**src/rtl/hc_route_pkg.sv**
```systemverilog
`timescale 1ns/1ps
// Package: shared constants and helpers for the hypercube route selector.
// Assumes dimension counts between 1 and 16.
package hc_route_pkg;
    localparam int unsigned HC_DEF_DIMS = 4;

    // Width needed to hold a hop count of 0..dims.
    function automatic int unsigned hop_width(input int unsigned dims);
        return $clog2(dims + 1);
    endfunction
endpackage

```
**src/rtl/hc_addr_diff.sv**
```systemverilog
`timescale 1ns/1ps
// Module: forms the per-dimension difference vector of two node addresses
// and counts its set bits (Hamming distance). Purely combinational.
module hc_addr_diff #(
    parameter int unsigned N_DIMS = 4,
    parameter int unsigned HOP_W  = 3
) (
    input  logic [N_DIMS-1:0] node_addr,
    input  logic [N_DIMS-1:0] dest_addr,
    output logic [N_DIMS-1:0] diff,
    output logic [HOP_W-1:0]  hops
);
    assign diff = node_addr ^ dest_addr;

    // Population count of the difference vector.
    always_comb begin
        hops = '0;
        for (int i = 0; i < int'(N_DIMS); i++) begin
            hops = hops + HOP_W'(diff[i]);
        end
    end
endmodule

```
**src/rtl/hc_dim_pick.sv**
```systemverilog
`timescale 1ns/1ps
// Module: lowest-first priority pick over the difference vector. Produces a
// one-hot select of N_DIMS+1 bits; the top bit means no difference (local).
module hc_dim_pick #(
    parameter int unsigned N_DIMS = 4
) (
    input  logic [N_DIMS-1:0] diff,
    output logic [N_DIMS:0]   port_sel
);
    logic [N_DIMS:0] clear_below;

    assign clear_below[0] = 1'b1;

    for (genvar g = 0; g < N_DIMS; g++) begin : g_dim
        // Dimension g wins when it differs and every lower one matches.
        assign port_sel[g]      = diff[g] & clear_below[g];
        assign clear_below[g+1] = clear_below[g] & ~diff[g];
    end

    assign port_sel[N_DIMS] = clear_below[N_DIMS];
endmodule

```
**src/rtl/hc_out_reg.sv**
```systemverilog
`timescale 1ns/1ps
// Module: single output register with valid/ready on both sides. Refills
// in the same cycle it drains; holds contents while the consumer stalls.
module hc_out_reg #(
    parameter int unsigned DATA_W = 8
) (
    input  logic              clk,
    input  logic              rst_n,
    input  logic              up_valid,
    output logic              up_ready,
    input  logic [DATA_W-1:0] up_data,
    output logic              dn_valid,
    input  logic              dn_ready,
    output logic [DATA_W-1:0] dn_data
);
    logic              full_q;
    logic [DATA_W-1:0] data_q;

    assign up_ready = ~full_q | dn_ready;
    assign dn_valid = full_q;
    assign dn_data  = data_q;

    // Occupancy: refilled or emptied whenever the slot is free or drained.
    always_ff @(posedge clk) begin
        if (!rst_n) begin
            full_q <= 1'b0;
        end else if (up_ready) begin
            full_q <= up_valid;
        end
    end

    // Payload: captured only on an accepted transfer.
    always_ff @(posedge clk) begin
        if (!rst_n) begin
            data_q <= '0;
        end else if (up_valid && up_ready) begin
            data_q <= up_data;
        end
    end
endmodule

```
**src/rtl/hc_route_unit.sv**
```systemverilog
`timescale 1ns/1ps
// Module: dimension-order route selector for one hypercube node. Accepts a
// header (node and destination address), registers the chosen port and
// remaining hop count, and presents them one cycle later.
// Assumes addresses are stable while in_valid is high.
module hc_route_unit
    import hc_route_pkg::*;
#(
    parameter int unsigned N_DIMS = HC_DEF_DIMS,
    parameter int unsigned HOP_W  = hop_width(N_DIMS)
) (
    input  logic              clk,
    input  logic              rst_n,
    input  logic              in_valid,
    output logic              in_ready,
    input  logic [N_DIMS-1:0] in_node_addr,
    input  logic [N_DIMS-1:0] in_dest_addr,
    output logic              out_valid,
    input  logic              out_ready,
    output logic [N_DIMS:0]   out_port_sel,
    output logic [HOP_W-1:0]  out_hops
);
    localparam int unsigned SEL_W  = N_DIMS + 1;
    localparam int unsigned DATA_W = SEL_W + HOP_W;

    logic [N_DIMS-1:0] diff;
    logic [HOP_W-1:0]  hops_c;
    logic [SEL_W-1:0]  sel_c;
    logic [DATA_W-1:0] dn_data;

    hc_addr_diff #(.N_DIMS(N_DIMS), .HOP_W(HOP_W)) u_diff (
        .node_addr (in_node_addr),
        .dest_addr (in_dest_addr),
        .diff      (diff),
        .hops      (hops_c)
    );

    hc_dim_pick #(.N_DIMS(N_DIMS)) u_pick (
        .diff     (diff),
        .port_sel (sel_c)
    );

    hc_out_reg #(.DATA_W(DATA_W)) u_oreg (
        .clk      (clk),
        .rst_n    (rst_n),
        .up_valid (in_valid),
        .up_ready (in_ready),
        .up_data  ({sel_c, hops_c}),
        .dn_valid (out_valid),
        .dn_ready (out_ready),
        .dn_data  (dn_data)
    );

    assign out_port_sel = dn_data[DATA_W-1:HOP_W];
    assign out_hops     = dn_data[HOP_W-1:0];
endmodule

```
**config.mk**
```make
export PLATFORM = sky130hd
export DESIGN_NAME = hc_route_unit
export DESIGN_NICKNAME = d
export VERILOG_FILES = /design/src/rtl/hc_route_pkg.sv /design/src/rtl/hc_addr_diff.sv /design/src/rtl/hc_dim_pick.sv /design/src/rtl/hc_out_reg.sv /design/src/rtl/hc_route_unit.sv
export SDC_FILE = /design/constraint.sdc
export NUM_CORES = 1
export LEC_CHECK = 0
export CAP_MARGIN = 20
export CORE_AREA = 4 4 41 43
export CTS_BUF_LIST = sky130_fd_sc_hd__clkbuf_16
export DETAILED_ROUTE_END_ITERATION = 6
export DIE_AREA = 0 0 45 47
export DONT_BUFFER_PORTS = 1
export MAX_ROUTING_LAYER = met4
export SKIP_CTS_REPAIR_TIMING = 1
export SYNTH_ARGS = -nofsm -noshare
export SYNTH_HDL_FRONTEND = slang
export SYNTH_HIERARCHICAL = 1
export SYNTH_SLANG_ARGS = --single-unit
```
**constraint.sdc**
```tcl
create_clock -name clk -period 3.4 [get_ports clk]
set_clock_uncertainty 0.05 [all_clocks]
set_input_delay 1.02 -clock clk [delete_from_list [all_inputs] [get_ports clk]]
set_output_delay 1.02 -clock clk [all_outputs]
set_load 0.005 [all_outputs]
```
# [Yosys cells after proc, flatten, opt, wreduce, memory -nomap -nowiden]
# Cells that the tools add are included.
[totals] ff_bits=9 output_inout_bits=10 elab_cells=19
[classes] n_addsub=3 bitwise=13 n_reduce_logical=1
[op_table] cell="adder 3 x 1 -> 3 bit" n=2
[op_table] cell="AND 1 bit" n=6
[op_table] cell="inverter 1 bit" n=5
[op_table] cell="bitwise XOR 4 bit" n=1
[op_table] cell="adder 1 x 1 -> 2 bit" n=1
[op_table] cell="logical AND 1 bit" n=1
[op_table] cell="bitwise OR 1 bit" n=1

# [Logic depth before layout (Yosys ltp)]
[logic_depth] word_depth=5 depth_mapped=6 depth_no_buf=6

# [Modules after synthesis]
# The synthesis kept the hierarchy.
[by_module_without_submodules] mod="hc_out_reg" instances=1 cells_per_inst=40 area_each_um2=375.4 seq_area_each_um2=180.2
[by_module_without_submodules] mod="hc_addr_diff" instances=1 cells_per_inst=7 area_each_um2=80.1 seq_area_each_um2=0.0
[by_module_without_submodules] mod="hc_dim_pick" instances=1 cells_per_inst=5 area_each_um2=48.8 seq_area_each_um2=0.0

# [Worst setup path before layout]
# Ideal clock, no wire load.
[synth_timing] kind="input to register" start="in in_dest_addr[0]" end="reg u_oreg.data_q[1] (netlist: u_oreg/dn_data[1])" arrival_ns=2.455 required_ns=3.231 path_slack_ns=0.777 path_stages=6 path_buffers=0 cell_sequence="xor2_1 > fa_1 > ha_1 > ha_1 > nand2_1 > mux2i_1"
[synth_between] elab_chain_cells=4
[synth_lines] element="start: declaration" line="hc_route_unit.sv:17" rtl="input logic [N_DIMS-1:0] in_dest_addr,"
[synth_lines] element="bitwise XOR 4 bit" line="hc_addr_diff.sv:13" rtl="assign diff = node_addr ^ dest_addr;"
[synth_lines] element="adder 1 x 1 -> 2 bit" line="hc_addr_diff.sv:19" rtl="hops = hops + HOP_W'(diff[i]);"
[synth_lines] element="adder 3 x 1 -> 3 bit (2 in a row)" line="hc_addr_diff.sv:19"
[synth_lines] element="named net hops_c[1]" line="hc_route_unit.sv:27" rtl="logic [HOP_W-1:0] hops_c;"
[synth_lines] element="end signal: assignment" line="hc_out_reg.sv:37" rtl="data_q <= up_data;"
[synth_lines] element="end: declaration" line="hc_out_reg.sv:17" rtl="logic [DATA_W-1:0] data_q;"
# The timed path passes the listed nets, and every way through them passes these cells.
# A chain may end at the register's enable or synchronous reset.

# [Final worst setup path]
[layout_timing] start="in in_dest_addr[1]" end="reg u_oreg.data_q[1] (netlist: u_oreg/dn_data[1])"
# Same word-level chain as after synthesis.

==> summary.md <==
| Metric | Value |
|---|---|
| Status | `completed` |
| Root Driver | `clkbuf_16` |
| # diodes | `0` |
| Max Slew Vio Count | `0` |
| Sequential share of power | `32.3%` |
| Dpl ws | `693.6 ps` |
| First-pass GRT wire length | `1573 µm` |
| Setup violators final | `0` |
| Core Rows | `13` |
| Critical Path End Type | `flip-flop` |
| Final Util | `44.62%` |
| Largest net degree at the start of global routing | `18` |
| Worst-path clk slew | `40 ps` |
| WL/cell | `13.82 µm` |
| FF+latch area | `180.2 µm²` |
| CP Max Fanout | `5` |
| Die Ht | `47 µm` |
| R2R setup slack | `2420 ps` |
| Synth cell types | `17` |
| WL final | `940 µm` |
| Fillers | `135` |
| Core Box Area | `0.001301 mm²` |
| R2R Path Start | `u_oreg/dn_valid$_SDFFE_PN0P_` |
| Final Cycle Share | `72.37%` |
| Clock power share | `55.4%` |
| Routability Congestion | `0.7088` |
| Hold WS | `422.8 ps` |
| YS warnings | `6` |
| Worst Tran Pin Value | `483.7 ps` |
| Final WS setup | `939.3 ps` |
| RSZ-0062 raised after global routing | `no` |
| Initial DRC count | `3` |
| Antenna Nets Post-Route | `0` |
| Synth Register Bits | `9` |
| Die area | `0.002115 mm²` |
| Pwr dens | `642.0 mW/mm²` |
| PortBufs | `0` |
| Layout cells sized above 1 | `15.09%` |
| Worst EP required | `3470 ps` |
| Global Route Usage Sum | `11.71%` |
| Switching share of power | `22.21%` |
| Maximum VDD drop | `278.9 µV` |
| Area of the multi-input gates | `291.5 µm²` |
| Startpoint types | `primary input` |
| 1st-pass router iterations | `2` |
| Reg2reg end | `u_oreg/dn_data[5]$_SDFFE_PN0P_` |
| Setup TNS | `0 ps` |
| Minimum clock period after layout | `2461 ps` |
| CTS Buf Count | `3` |
| Max_slew headroom | `67.65%` |
| Arrival time worst endpoint | `2530 ps` |
| Clock Sinks | `9` |
| Initial antenna violation count | `0` |
| Synthesized cell area | `504.2 µm²` |
| Seq/Total Area, Yosys | `35.73%` |
| DR vias | `336` |
| Clock Path Buffers | `2` |
| Total power | `0.3727 mW` |
| Remaining DRCs | `0` |
| Syn Nets | `67` |
| Hold Violations, Final | `0` |
| Initial Utilization | `38.75%` |
| Vias in the first global route | `349` |
| FF-to-FF path depth | `3` |
| I/O pin total | `22` |
| FMAX | `406.4 MHz` |
| Overflow after GRT | `0` |
| Leakage | `0.2468 nW` |
| Max-cap violations | `0` |
| Area Growth Syn to Fin | `15.14%` |
| Internal | `0.2900 mW` |
| CP Launch Point | `in_dest_addr[1]` |
| Synth Area per Inst | `9.697 µm²` |
| Psw | `0.08278 mW` |
| Hold/Removal Path Class | `flip-flop to flip-flop` |
| H-tree levels | `1` |
| Nets | `69` |
| Hold_sp | `u_oreg/dn_data[3]$_SDFFE_PN0P_` |
| Hold path depth | `2` |
| Post-Syn Instances | `52` |
| HPWL after detailed placement | `681.6 µm` |
| WHS Endpoint | `u_oreg/dn_data[3]$_SDFFE_PN0P_` |
| CTS tree | `built` |
| Worst-Skew Late Latency | `230 ps` |
| Die X | `45 µm` |
| WS Path Type | `primary input to flip-flop` |
| Combinational power share | `12.3%` |
| Vias per inst | `4.941` |
-- placed cells by master (no fill, tap or decap) --
master and n:
dfxtp_1 9, a21boi_0 1, nor4b_2 1, ha_1 2
mux2i_1 8, nor3b_1 1, inv_1 2, xor2_1 4
clkbuf_16 3, nor2b_1 1, nand2_1 16, nor4_2 1
nand2b_4 1, and2_4 1, fa_1 1, buf_4 1
-- worst max-delay path, stage by stage --
cell     delay, ps
xor2_1         400
fa_1           530
ha_1           200
ha_1           270
nand2_1         60
mux2i_1         60
-- state kept, by name, indices dropped and copies added, names as in the netlist --
name,count
u_oreg/dn_data,8
u_oreg/dn_valid,1
-- power groups by stage --
| stage | sequential, mW | clock (mW) | combinational, mW |
|---|---|---|---|
| 2_1_floorplan | 0.121 | 0 | 0.0419 |
| 3_3_place_gp | 0.122 | 0 | 0.0434 |
| 3_5_place_dp | 0.122 | 0 | 0.0457 |
| 4_1_cts | 0.121 | 0.211 | 0.0463 |
| 5_1_grt | 0.122 | 0.216 | 0.0522 |
| 6_report | 0.120 | 0.207 | 0.0458 |
-- logic make-up after synthesis --
kind of cell / Yosys count / share of synthesized area, %
fa+ha+maj: 3 / 8.932
simple gates: 22 / 24.57
compound gates: 1 / 1.489
xor+xnor: 4 / 6.947
flops: 9 / 35.73
mux: 8 / 15.88
buf+inv: 5 / 6.451
-- routing by layer --
| layer | vias up | part of all wire [%] | global-route usage [%] |
|---|---|---|---|
| met5 | - | 0 | - |
| met4 | 0 | 0.64 | 8.772 |
| met3 | 2 | 16 | 7.280 |
| met2 | 20 | 39 | 14.97 |
| met1 | 143 | 45 | 12.87 |
| li1 | 171 | - | - |
-- cell usage after synthesis, drive strengths merged --
| library cell | n | area, µm² |
|---|---|---|
| nor3b | 1 | 7.510 |
| ha | 2 | 25.02 |
| buf | 4 | 28.78 |
| nor4b | 1 | 15.01 |
| nor4 | 1 | 12.51 |
| dfxtp | 9 | 180.2 |
| inv | 1 | 3.750 |
| nor2b | 1 | 6.260 |
| xor2 | 4 | 35.03 |
| a21boi | 1 | 7.510 |
| nand2 | 16 | 60.06 |
| fa | 1 | 20.02 |
| and2 | 1 | 8.760 |
| nand2b | 1 | 13.76 |
| mux2i | 8 | 80.08 |
-- stage by stage --
| step | instances | instance area (µm²) |
|---|---|---|
| 6_report | 68 | 580.6 |
| 5_1_grt | 68 | 580.6 |
| 4_1_cts | 68 | 580.6 |
| 3_5_place_dp | 64 | 501.7 |
| 3_3_place_gp | 64 | 501.7 |
| 2_1_floorplan | 52 | 504.2 |
-- worst max-delay path by stage --
stage,endpoint,slack [ps],cells after the start
after floorplan,u_oreg/dn_data[1]$_SDFFE_PN0P_,780,6
after global placement,u_oreg/dn_data[1]$_SDFFE_PN0P_,740,6
after detailed placement,u_oreg/dn_data[1]$_SDFFE_PN0P_,690,6
after CTS,u_oreg/dn_data[1]$_SDFFE_PN0P_,920,6
after global routing,u_oreg/dn_data[1]$_SDFFE_PN0P_,810,6
final,u_oreg/dn_data[1]$_SDFFE_PN0P_,940,6
-- cell type report --
type	instances	share of cell area, %
Clock buffer	3	12.93
Clock inverter	1	0.6466
Inverter	1	0.6466
Multi-Input combinational cell	38	50.22
Sequential cell	9	31.03
Tap cell	15	3.233
Timing Repair Buffer	1	1.293
No activity file was read; power rests on OpenSTA's default activity.
